## config.mk

```make
export PLATFORM = sky130hd
export DESIGN_NAME = hazard_unit
export DESIGN_NICKNAME = d
export VERILOG_FILES = /design/src/rtl/hzd_pkg.sv /design/src/rtl/hzd_dst_pick.sv /design/src/rtl/hzd_src_cmp.sv /design/src/rtl/hzd_stall_drv.sv /design/src/rtl/hazard_unit.sv
export SDC_FILE = /design/constraint.sdc
export NUM_CORES = 1
export LEC_CHECK = 0
export BUFFER_PORTS_ARGS = -buffer_cell sky130_fd_sc_hd__buf_2
export CORE_AREA = 10 10 47 49
export DETAILED_ROUTE_END_ITERATION = 8
export DIE_AREA = 0 0 57 59
export GPL_TIMING_DRIVEN = 0
export PLACE_DENSITY_LB_ADDON = 0.2
export SLEW_MARGIN = 30
export SYNTH_ARGS = -nofsm -noshare
export SYNTH_HDL_FRONTEND = slang
export SYNTH_SLANG_ARGS = --single-unit
```

## constraint.sdc

```tcl
create_clock -name vclk -period 2.1
set_input_delay 0 -clock vclk [all_inputs]
set_output_delay 0 -clock vclk [all_outputs]
set_load 0.005 [all_outputs]
```

## src/rtl/hzd_pkg.sv

```systemverilog
package hzd_pkg;
  typedef enum logic {
    HZD_MODE_NOFWD = 1'b0,
    HZD_MODE_FWD   = 1'b1
  } hzd_mode_e;

  localparam int unsigned HZD_NUM_SRC = 2;
endpackage

```

## src/rtl/hzd_dst_pick.sv

```systemverilog
module hzd_dst_pick #(
  parameter int unsigned AW = 5
) (
  input  logic          sel_rd,
  input  logic [AW-1:0] rt_fld,
  input  logic [AW-1:0] rd_fld,
  output logic [AW-1:0] dst
);
  always_comb begin
    dst = sel_rd ? rd_fld : rt_fld;
  end
endmodule

```

## src/rtl/hzd_src_cmp.sv

```systemverilog
module hzd_src_cmp #(
  parameter int unsigned AW   = 5,
  parameter int unsigned NSRC = 2
) (
  input  logic [NSRC-1:0][AW-1:0] srcs,
  input  logic [NSRC-1:0]         used,
  input  logic [AW-1:0]           dst,
  input  logic                    wr_en,
  output logic                    hit
);
  logic [NSRC-1:0] per_src;
  logic            dst_live;

  assign dst_live = wr_en && (dst != '0);

  for (genvar g = 0; g < NSRC; g++) begin : g_src
    assign per_src[g] = used[g] && (srcs[g] == dst);
  end

  assign hit = dst_live && (|per_src);
endmodule

```

## src/rtl/hzd_stall_drv.sv

```systemverilog
module hzd_stall_drv (
  input  logic stall,
  output logic pc_we,
  output logic ifid_we,
  output logic idex_bubble
);
  always_comb begin
    pc_we       = ~stall;
    ifid_we     = ~stall;
    idex_bubble = stall;
  end
endmodule

```

## src/rtl/hazard_unit.sv

```systemverilog
module hazard_unit
  import hzd_pkg::*;
#(
  parameter hzd_mode_e   MODE   = HZD_MODE_FWD,
  parameter int unsigned REG_AW = 5
) (
  input  logic [REG_AW-1:0] id_src_a,
  input  logic              id_use_a,
  input  logic [REG_AW-1:0] id_src_b,
  input  logic              id_use_b,
  input  logic [REG_AW-1:0] ex_rt,
  input  logic [REG_AW-1:0] ex_rd,
  input  logic              ex_dst_is_rd,
  input  logic              ex_mem_read,
  input  logic              ex_reg_write,
  input  logic [REG_AW-1:0] mem_dst,
  input  logic              mem_reg_write,
  output logic              pc_we,
  output logic              ifid_we,
  output logic              idex_bubble
);
  localparam bit CHECK_ALL = (MODE == HZD_MODE_NOFWD);

  logic [HZD_NUM_SRC-1:0][REG_AW-1:0] src_vec;
  logic [HZD_NUM_SRC-1:0]             use_vec;
  logic [REG_AW-1:0]                  ex_dst;
  logic                               ex_en;
  logic                               mem_en;
  logic                               ex_hit;
  logic                               mem_hit;
  logic                               stall;

  assign src_vec = {id_src_b, id_src_a};
  assign use_vec = {id_use_b, id_use_a};

  // forwarding covers everything except a load's data one slot later
  assign ex_en  = ex_reg_write && (ex_mem_read || CHECK_ALL);
  assign mem_en = mem_reg_write && CHECK_ALL;

  hzd_dst_pick #(.AW(REG_AW)) ex_pick_i (
    .sel_rd (ex_dst_is_rd),
    .rt_fld (ex_rt),
    .rd_fld (ex_rd),
    .dst    (ex_dst)
  );

  hzd_src_cmp #(.AW(REG_AW), .NSRC(HZD_NUM_SRC)) ex_cmp_i (
    .srcs  (src_vec),
    .used  (use_vec),
    .dst   (ex_dst),
    .wr_en (ex_en),
    .hit   (ex_hit)
  );

  hzd_src_cmp #(.AW(REG_AW), .NSRC(HZD_NUM_SRC)) mem_cmp_i (
    .srcs  (src_vec),
    .used  (use_vec),
    .dst   (mem_dst),
    .wr_en (mem_en),
    .hit   (mem_hit)
  );

  assign stall = ex_hit || mem_hit;

  hzd_stall_drv drv_i (
    .stall       (stall),
    .pc_we       (pc_we),
    .ifid_we     (ifid_we),
    .idex_bubble (idex_bubble)
  );
endmodule

```

==> results of run 1 <==
-- cell type report --
type | instances | area, µm² | area share (%)
plain buffers | 2 | 18.77 | 4.762
multi-input cells | 27 | 220.2 | 55.87
repair buffers | 27 | 135.1 | 34.29
well taps | 16 | 20.02 | 5.079
-- cells in the mapped netlist (all sizes together) --
cell type	number
xnor2	8
mux2i	5
buf	2
nor2	2
nor3	2
nor4	2
xor2	2
a21oi	1
a32oi	1
and2	1
nand2	1
nand3	1
or3	1
-- final timing paths --
| check | start | endpoint | cells past startpoint |
|---|---|---|---|
| worst max-delay path | ex_dst_is_rd | pc_we | 8 |
| worst min-delay path | ex_mem_read | idex_bubble | 4 |
-- kinds of logic after synthesis --
| logic type | Yosys count | synth area share, % |
|---|---|---|
| and+or+nand+nor | 10 | 24.09 |
| buffers and inverters | 2 | 7.854 |
| xor gates and xnor gates | 10 | 36.65 |
| AOI/OAI and AO/OA | 2 | 5.758 |
| muxes | 5 | 25.65 |
-- through the flow --
| step | cell area, µm² | setup slack (ps) |
|---|---|---|
| global placement | 394.1 | 527.8 |
| floorplan | 239.0 | 752.4 |
| finish | 394.1 | 585.1 |
| detailed placement | 394.1 | 553.0 |
| global route | 394.1 | 426.6 |
| CTS | 394.1 | 550.1 |
-- power by group through the flow --
| stage | Sequential (mW) | Combinational [mW] | Clock [mW] |
|---|---|---|---|
| after floorplan | 0 | 0.0456 | 0 |
| after global placement | 0 | 0.0765 | 0 |
| after detailed placement | 0 | 0.0764 | 0 |
| after CTS | 0 | 0.0766 | 0 |
| after global routing | 0 | 0.0829 | 0 |
| final | 0 | 0.0750 | 0 |
-- per-layer routing --
metal / vias up / wire length, µm / global-route usage, %
met2: 14 / 444 / 8.682
met5: - / 0 / 0
li1: 156 / - / -
met1: 119 / 304 / 4.502
met3: 0 / 100 / 2.146
met4: 0 / 0 / 0
==> results.toml, run 1 <==
[placed_design]
placed_cells = 72
place_congestion = 0.6523
port_buffers = 27
hpwl_um = 820.8

[detailed_routing]
drtIter0Drc = 1
viasPerCell = 4.014
num_vias = 289
dr.pass1.iters = 2
ant_nets = 0
wl_per_cell_um = 11.79
drc = 0
routed_wl_um = 849

[pwr]
p_seq_share_pct = 0
p_comb_share_pct = 100.0
switching_share_pct = 42.06
p_int_mw = 0.04345
power_mw = 0.07499
ir_worst_vdd_v = 0.00006192
p_switching_mw = 0.03154
p_per_area_mw_per_mm2 = 190.3
p_leak_nw = 0.1779
clockPowerShare_pct = 0

[sta]
finalCriticalPeriod_ps = 1515
rsz0062_at_grt = "false"
final-hold-violation-count = 0
slew_violations = 0
timing.setup.tns_ps = 0
slew_headroom_pct = 78.18
fmax_mhz = 660.1
setup_violations = 0
fin_crit_sh_pct = 72.14
holdWs_ps = 327.6
tightest_slew_ps = 318.3

[cells_and_area]
seq_cells = 0
nets = 89
stdcell_count = 72
syn_to_final_growth_pct = 64.92
n_fill_cell = 168
antenna_cells = 0
final_core_util_pct = 28.13
drive_gt1_share_pct = 58.93
layout_commonest_cell = "buf_2"
seq_area_um2 = 0
n_clock_buffer = 0
final_cell_mix = "27 x buf_2, 8 x xnor2_1, 3 x mux2i_2"

[logic_synthesis]
seq_area_frac_synth_pct = 0
synth_area_leaders = "xnor2_1 29%, mux2i_2 17%, mux2i_1 8.4%"
synth_area_um2 = 239.0
synth_fp_nets = 60
synth.distinct_cells = 16
yosysTopAreaCellShare_pct = 29.32
ys_warn_count = 0
avgSynthCellArea_um2 = 8.241
synthCells = 29
synth_top_area_cell = "xnor2_1"

[global_routing]
antenna_found_initial = 0
grt_overflow = 0
grt_pass1_vias = 325
grt_max_degree = 8
grt_pass1_wl_um = 1345
grtUsageTotal_pct = 4.491

[floorplanning]
die_w_um = 57
start_util_pct = 17.05
rows = 14
die_h_um = 59
io_pins = 34
dieArea_mm2 = 0.003363
core_region_area_mm2 = 0.001401

[cts]
post_cts_buffers = 0
cts_resized = 0
hold_buffers = 0

[hold_path]
hp-class = "in -> out"

[worst_setup_path]
end_kind = "output pin"
slowest_delay_ps = 330
crit_fanout = 7
crit_type = "in -> out"
crit_chain = "buf_6 > mux2i_2 > xnor2_1 > nor4_2 > a32oi_1 > or3_1 > buf_4 > buf_2"
cp_data_arrival_time_ps = 1510
slowest_stage = "or3_1"
crit_family = "simple AND/OR/NAND/NOR gates"
path_buf_inv = 3
crit_required_ps = 2100
start_kind = "input port"

[flow_run]
cap_violations = 0

[outcome]
status = "finished, final reports clean"
Note: power is estimated with default switching activity, not from simulation.
==> run 2, diff against run 1 <==
clock period = 1.6 ns   (was 2.1 ns; I/O delays follow)
==> results.toml, run 2 (same netlist as run 1, synthesis figures left out) <==
[worst_setup_path]
slowest_delay_ps = 370
crit_chain = "buf_12 > mux2i_4 > xnor2_1 > nor4_2 > a32oi_1 > or3_1 > buf_2"
crit_fanout = 7
cp_data_arrival_time_ps = 1400
slowest_stage = "or3_1"
crit_type = "in -> out"
start_kind = "input port"
end_kind = "output pin"
crit_required_ps = 1600

[detailed_routing]
drc = 0
drtIter0Drc = 2
routed_wl_um = 890
dr.pass1.iters = 2
wl_met2_um = 478
wl_met1_um = 312
num_vias = 295
dr_wl_met3_um = 98
wl_per_cell_um = 12.54
ant_nets = 0
top_layer = "met3"
viasPerCell = 4.155

[global_routing]
grtUsageTotal_pct = 4.491
grt_max_degree = 8
grt_pass1_vias = 325
grt_overflow = 0
grt_pass1_wl_um = 1345
antenna_found_initial = 0

[hold_path]
hold_end = "idex_bubble"
hp-class = "in -> out"
min_path_cells = 4
hp-start = "ex_mem_read"

[cts]
cts_resized = 0
hold_buffers = 0
post_cts_buffers = 0

[cells_and_area]
nets = 88
antenna_cells = 0
seq_cells = 0
final_cell_mix = "27 x buf_2, 8 x xnor2_1, 4 x mux2i_4"
n_clock_buffer = 0
drive_gt1_share_pct = 61.82
syn_to_final_growth_pct = 84.29
seq_area_um2 = 0
fin_area_um2 = 440.4
layout_commonest_cell = "buf_2"

[sta]
fmax_mhz = 716.7
slew_headroom_pct = 78.11
final-hold-violation-count = 0
rsz0062_at_grt = "false"
tightest_slew_ps = 319.3
slew_violations = 0
timing.setup.tns_ps = 0
fin_crit_sh_pct = 87.21
setup_violations = 0
finalCriticalPeriod_ps = 1395

[floorplanning]
die_h_um = 59
core_region_area_mm2 = 0.001401
start_util_pct = 17.05
dieArea_mm2 = 0.003363
die_w_um = 57
io_pins = 34
rows = 14

[placed_design]
place_congestion = 0.6523
hpwl_um = 820.8
postPlaceCellArea_um2 = 394.1
port_buffers = 27

[pwr]
p_leak_nw = 0.1801
p_per_area_mw_per_mm2 = 271.7
ir_worst_vdd_v = 0.00009928

[flow_run]
cap_violations = 0

[outcome]
status = "finished, final reports clean"
[run 2: changes by cell type in the layout (fill, tap and decap cells not counted)]
cell,before,now
buf_12,0,1
nor4_2,1,2
buf_6,1,0
mux2i_4,0,4
nor4_1,1,0
buf_4,1,0
mux2i_1,2,1
mux2i_2,3,0
[run 2: area by class of cell]
cell class	count	area (µm²)
Fill cell	165	960.9
Buffer	1	20.02
Multi-Input combinational cell	27	265.3
Timing Repair Buffer	27	135.1
Tap cell	16	20.02
[run 2: stage by stage]
stage / util, % / setup WS, ps / cells / hold WS (ps) / power, mW
final: 31.43 / 204.7 / 71 / 325.1 / 0.1197
after global placement: 28.13 / 27.83 / 72 / 321.2 / 0.1004
after global routing: 31.43 / 77.68 / 71 / 345.5 / 0.1293
after CTS: 28.13 / 50.13 / 72 / 332.3 / 0.1005
after floorplan: - / 252.4 / 29 / 97.89 / 0.05983
after detailed placement: 28.13 / 53.02 / 72 / 331.1 / 0.1003
[run 2: critical path, delay by kind of cell]
kind | cells | cell delay, ps
multiplexers | 1 | 270
buffers and inverters | 2 | 260
AND/OR/NAND/NOR | 2 | 610
AO/OA/AOI/OAI | 1 | 140
XOR/XNOR | 1 | 110
[run 2: worst max-delay path by stage]
stage,depth (start not counted),end,start
CTS,8,pc_we,ex_dst_is_rd
global route,7,pc_we,ex_dst_is_rd
floorplan,7,pc_we,ex_dst_is_rd
global placement,8,pc_we,ex_dst_is_rd
finish,7,pc_we,ex_dst_is_rd
detailed placement,8,pc_we,ex_dst_is_rd
[run 2: power breakdown]
part	internal [mW]	leakage, nW	switching, mW
sequential	0	0	0
combinational	0.0682	0.180	0.0515
clock	0	0	0
total	0.0682	0.180	0.0515
[run 2: layer usage]
layer	up-vias	GRT usage (%)
met5	-	0
met4	0	0
met1	127	4.502
met2	14	8.682
met3	0	2.146
li1	154	-
==> run 3, diff against run 2 <==
clock period = 1.65 ns   (was 1.6 ns; I/O delays follow)
==> results.toml, run 3 (same netlist as run 1, synthesis figures left out) <==
[outcome]
status = "finished, final reports clean"

[global_routing]
busiest_layer = "met2"
use_met3_pct = 2.146
antenna_found_initial = 0
grt_pass1_vias = 325
use_met1_pct = 4.502
met2_usage_pct = 8.682
grt_max_degree = 8
grtUsageTotal_pct = 4.491
grt_overflow = 0
grt_pass1_wl_um = 1345

[cells_and_area]
drive_gt1_share_pct = 62.50
multi_input_area_um2 = 247.7
seq_area_um2 = 0
seq_cells = 0
syn_to_final_growth_pct = 76.44
final_cell_mix = "27 x buf_2, 8 x xnor2_1"
antenna_cells = 0
nets = 89
n_fill_cell = 166
layout_commonest_cell = "buf_2"
n_clock_buffer = 0

[sta]
rsz0062_at_grt = "false"
timing.setup.tns_ps = 0
setup_violations = 0
finalCriticalPeriod_ps = 1491
worst_slack_ps = 158.9
final-hold-violation-count = 0
holdWs_ps = 327.8
tightest_slew_ps = 318.8
slew_headroom_pct = 78.14
fin_crit_sh_pct = 90.37
fmax_mhz = 670.7
slew_violations = 0

[placed_design]
dp_slack_ps = 103.0
port_buffers = 27
place_congestion = 0.6523
hpwl_um = 820.8

[detailed_routing]
routed_wl_um = 875
ant_nets = 0
dr.pass1.iters = 1
drtIter0Drc = 0
viasPerCell = 4.111
wl_per_cell_um = 12.15
num_vias = 296
drc = 0

[worst_setup_path]
start_kind = "input port"
crit_fanout = 7
slowest_delay_ps = 330
end_kind = "output pin"
cp_data_arrival_time_ps = 1490
crit_chain = "buf_6 > mux2i_2 > xnor2_1 > nor4_2 > a32oi_1 > or3_1 > buf_4 > buf_2"
crit_start = "ex_dst_is_rd"
crit_required_ps = 1650
crit_type = "in -> out"
slowest_stage = "or3_1"

[floorplanning]
start_util_pct = 17.05
io_pins = 34
die_h_um = 59
core_region_area_mm2 = 0.001401
rows = 14
die_w_um = 57
dieArea_mm2 = 0.003363

[hold_path]
hp-start = "ex_mem_read"
hp-class = "in -> out"

[flow_run]
cap_violations = 0

[pwr]
p_per_area_mw_per_mm2 = 254.5
ir_worst_vdd_v = 0.00008644
power_mw = 0.1073
p_leak_nw = 0.1788

[cts]
hold_buffers = 0
post_cts_buffers = 0
==> run 3: cell count changes in the layout (fill, tap and decap cells not counted), sizes merged <==
| cell | delta |
|---|---|
| buf | +1 |
==> run 3: repair_timing <==
| item | in CTS | in global routing |
|---|---|---|
| gates resized for setup | 0 | 4 |
| endpoints found under the setup margin | 0 | 1 |
| hold endpoints to repair | 0 | 0 |
==> run 3: layer usage <==
metal  wire length, µm  part of all wire, %  up-vias
li1                  -                    -      157
met1               313                   36      125
met2               459                   52       14
met3               103                   12        0
met4                 0                    0        0
met5                 0                    0        -
==> run 3: worst paths after layout <==
| check | end | slack (ps) | cells after the start |
|---|---|---|---|
| setup / recovery | pc_we | 160 | 8 |
| hold / removal | idex_bubble | 330 | 4 |
==> run 3: final cells by class <==
class	count	area share, %
Multi-Input combinational cell	27	58.75
Tap cell	16	4.748
Timing Repair Buffer	27	32.05
Buffer	2	4.451
==> run 3: per-stage QoR <==
stage | cells | util, % | instance area (µm²)
after floorplan | 29 | - | 239.0
after global placement | 72 | 28.13 | 394.1
after detailed placement | 72 | 28.13 | 394.1
after CTS | 72 | 28.13 | 394.1
after global routing | 72 | 30.09 | 421.7
final | 72 | 30.09 | 421.7
==> run 3: power by group <==
part / total [mW] / leakage [nW] / switching [mW] / internal [mW]
Clock: 0 / 0 / 0 / 0
Sequential: 0 / 0 / 0 / 0
Combinational: 0.107 / 0.179 / 0.0468 / 0.0605
==> run 3: worst max-delay path: cells and delay by family <==
kind | cells | cell delay (ps)
XOR/XNOR | 1 | 120
multiplexers | 1 | 300
buffers and inverters | 3 | 400
AND/OR/NAND/NOR | 2 | 540
AO/OA/AOI/OAI | 1 | 140
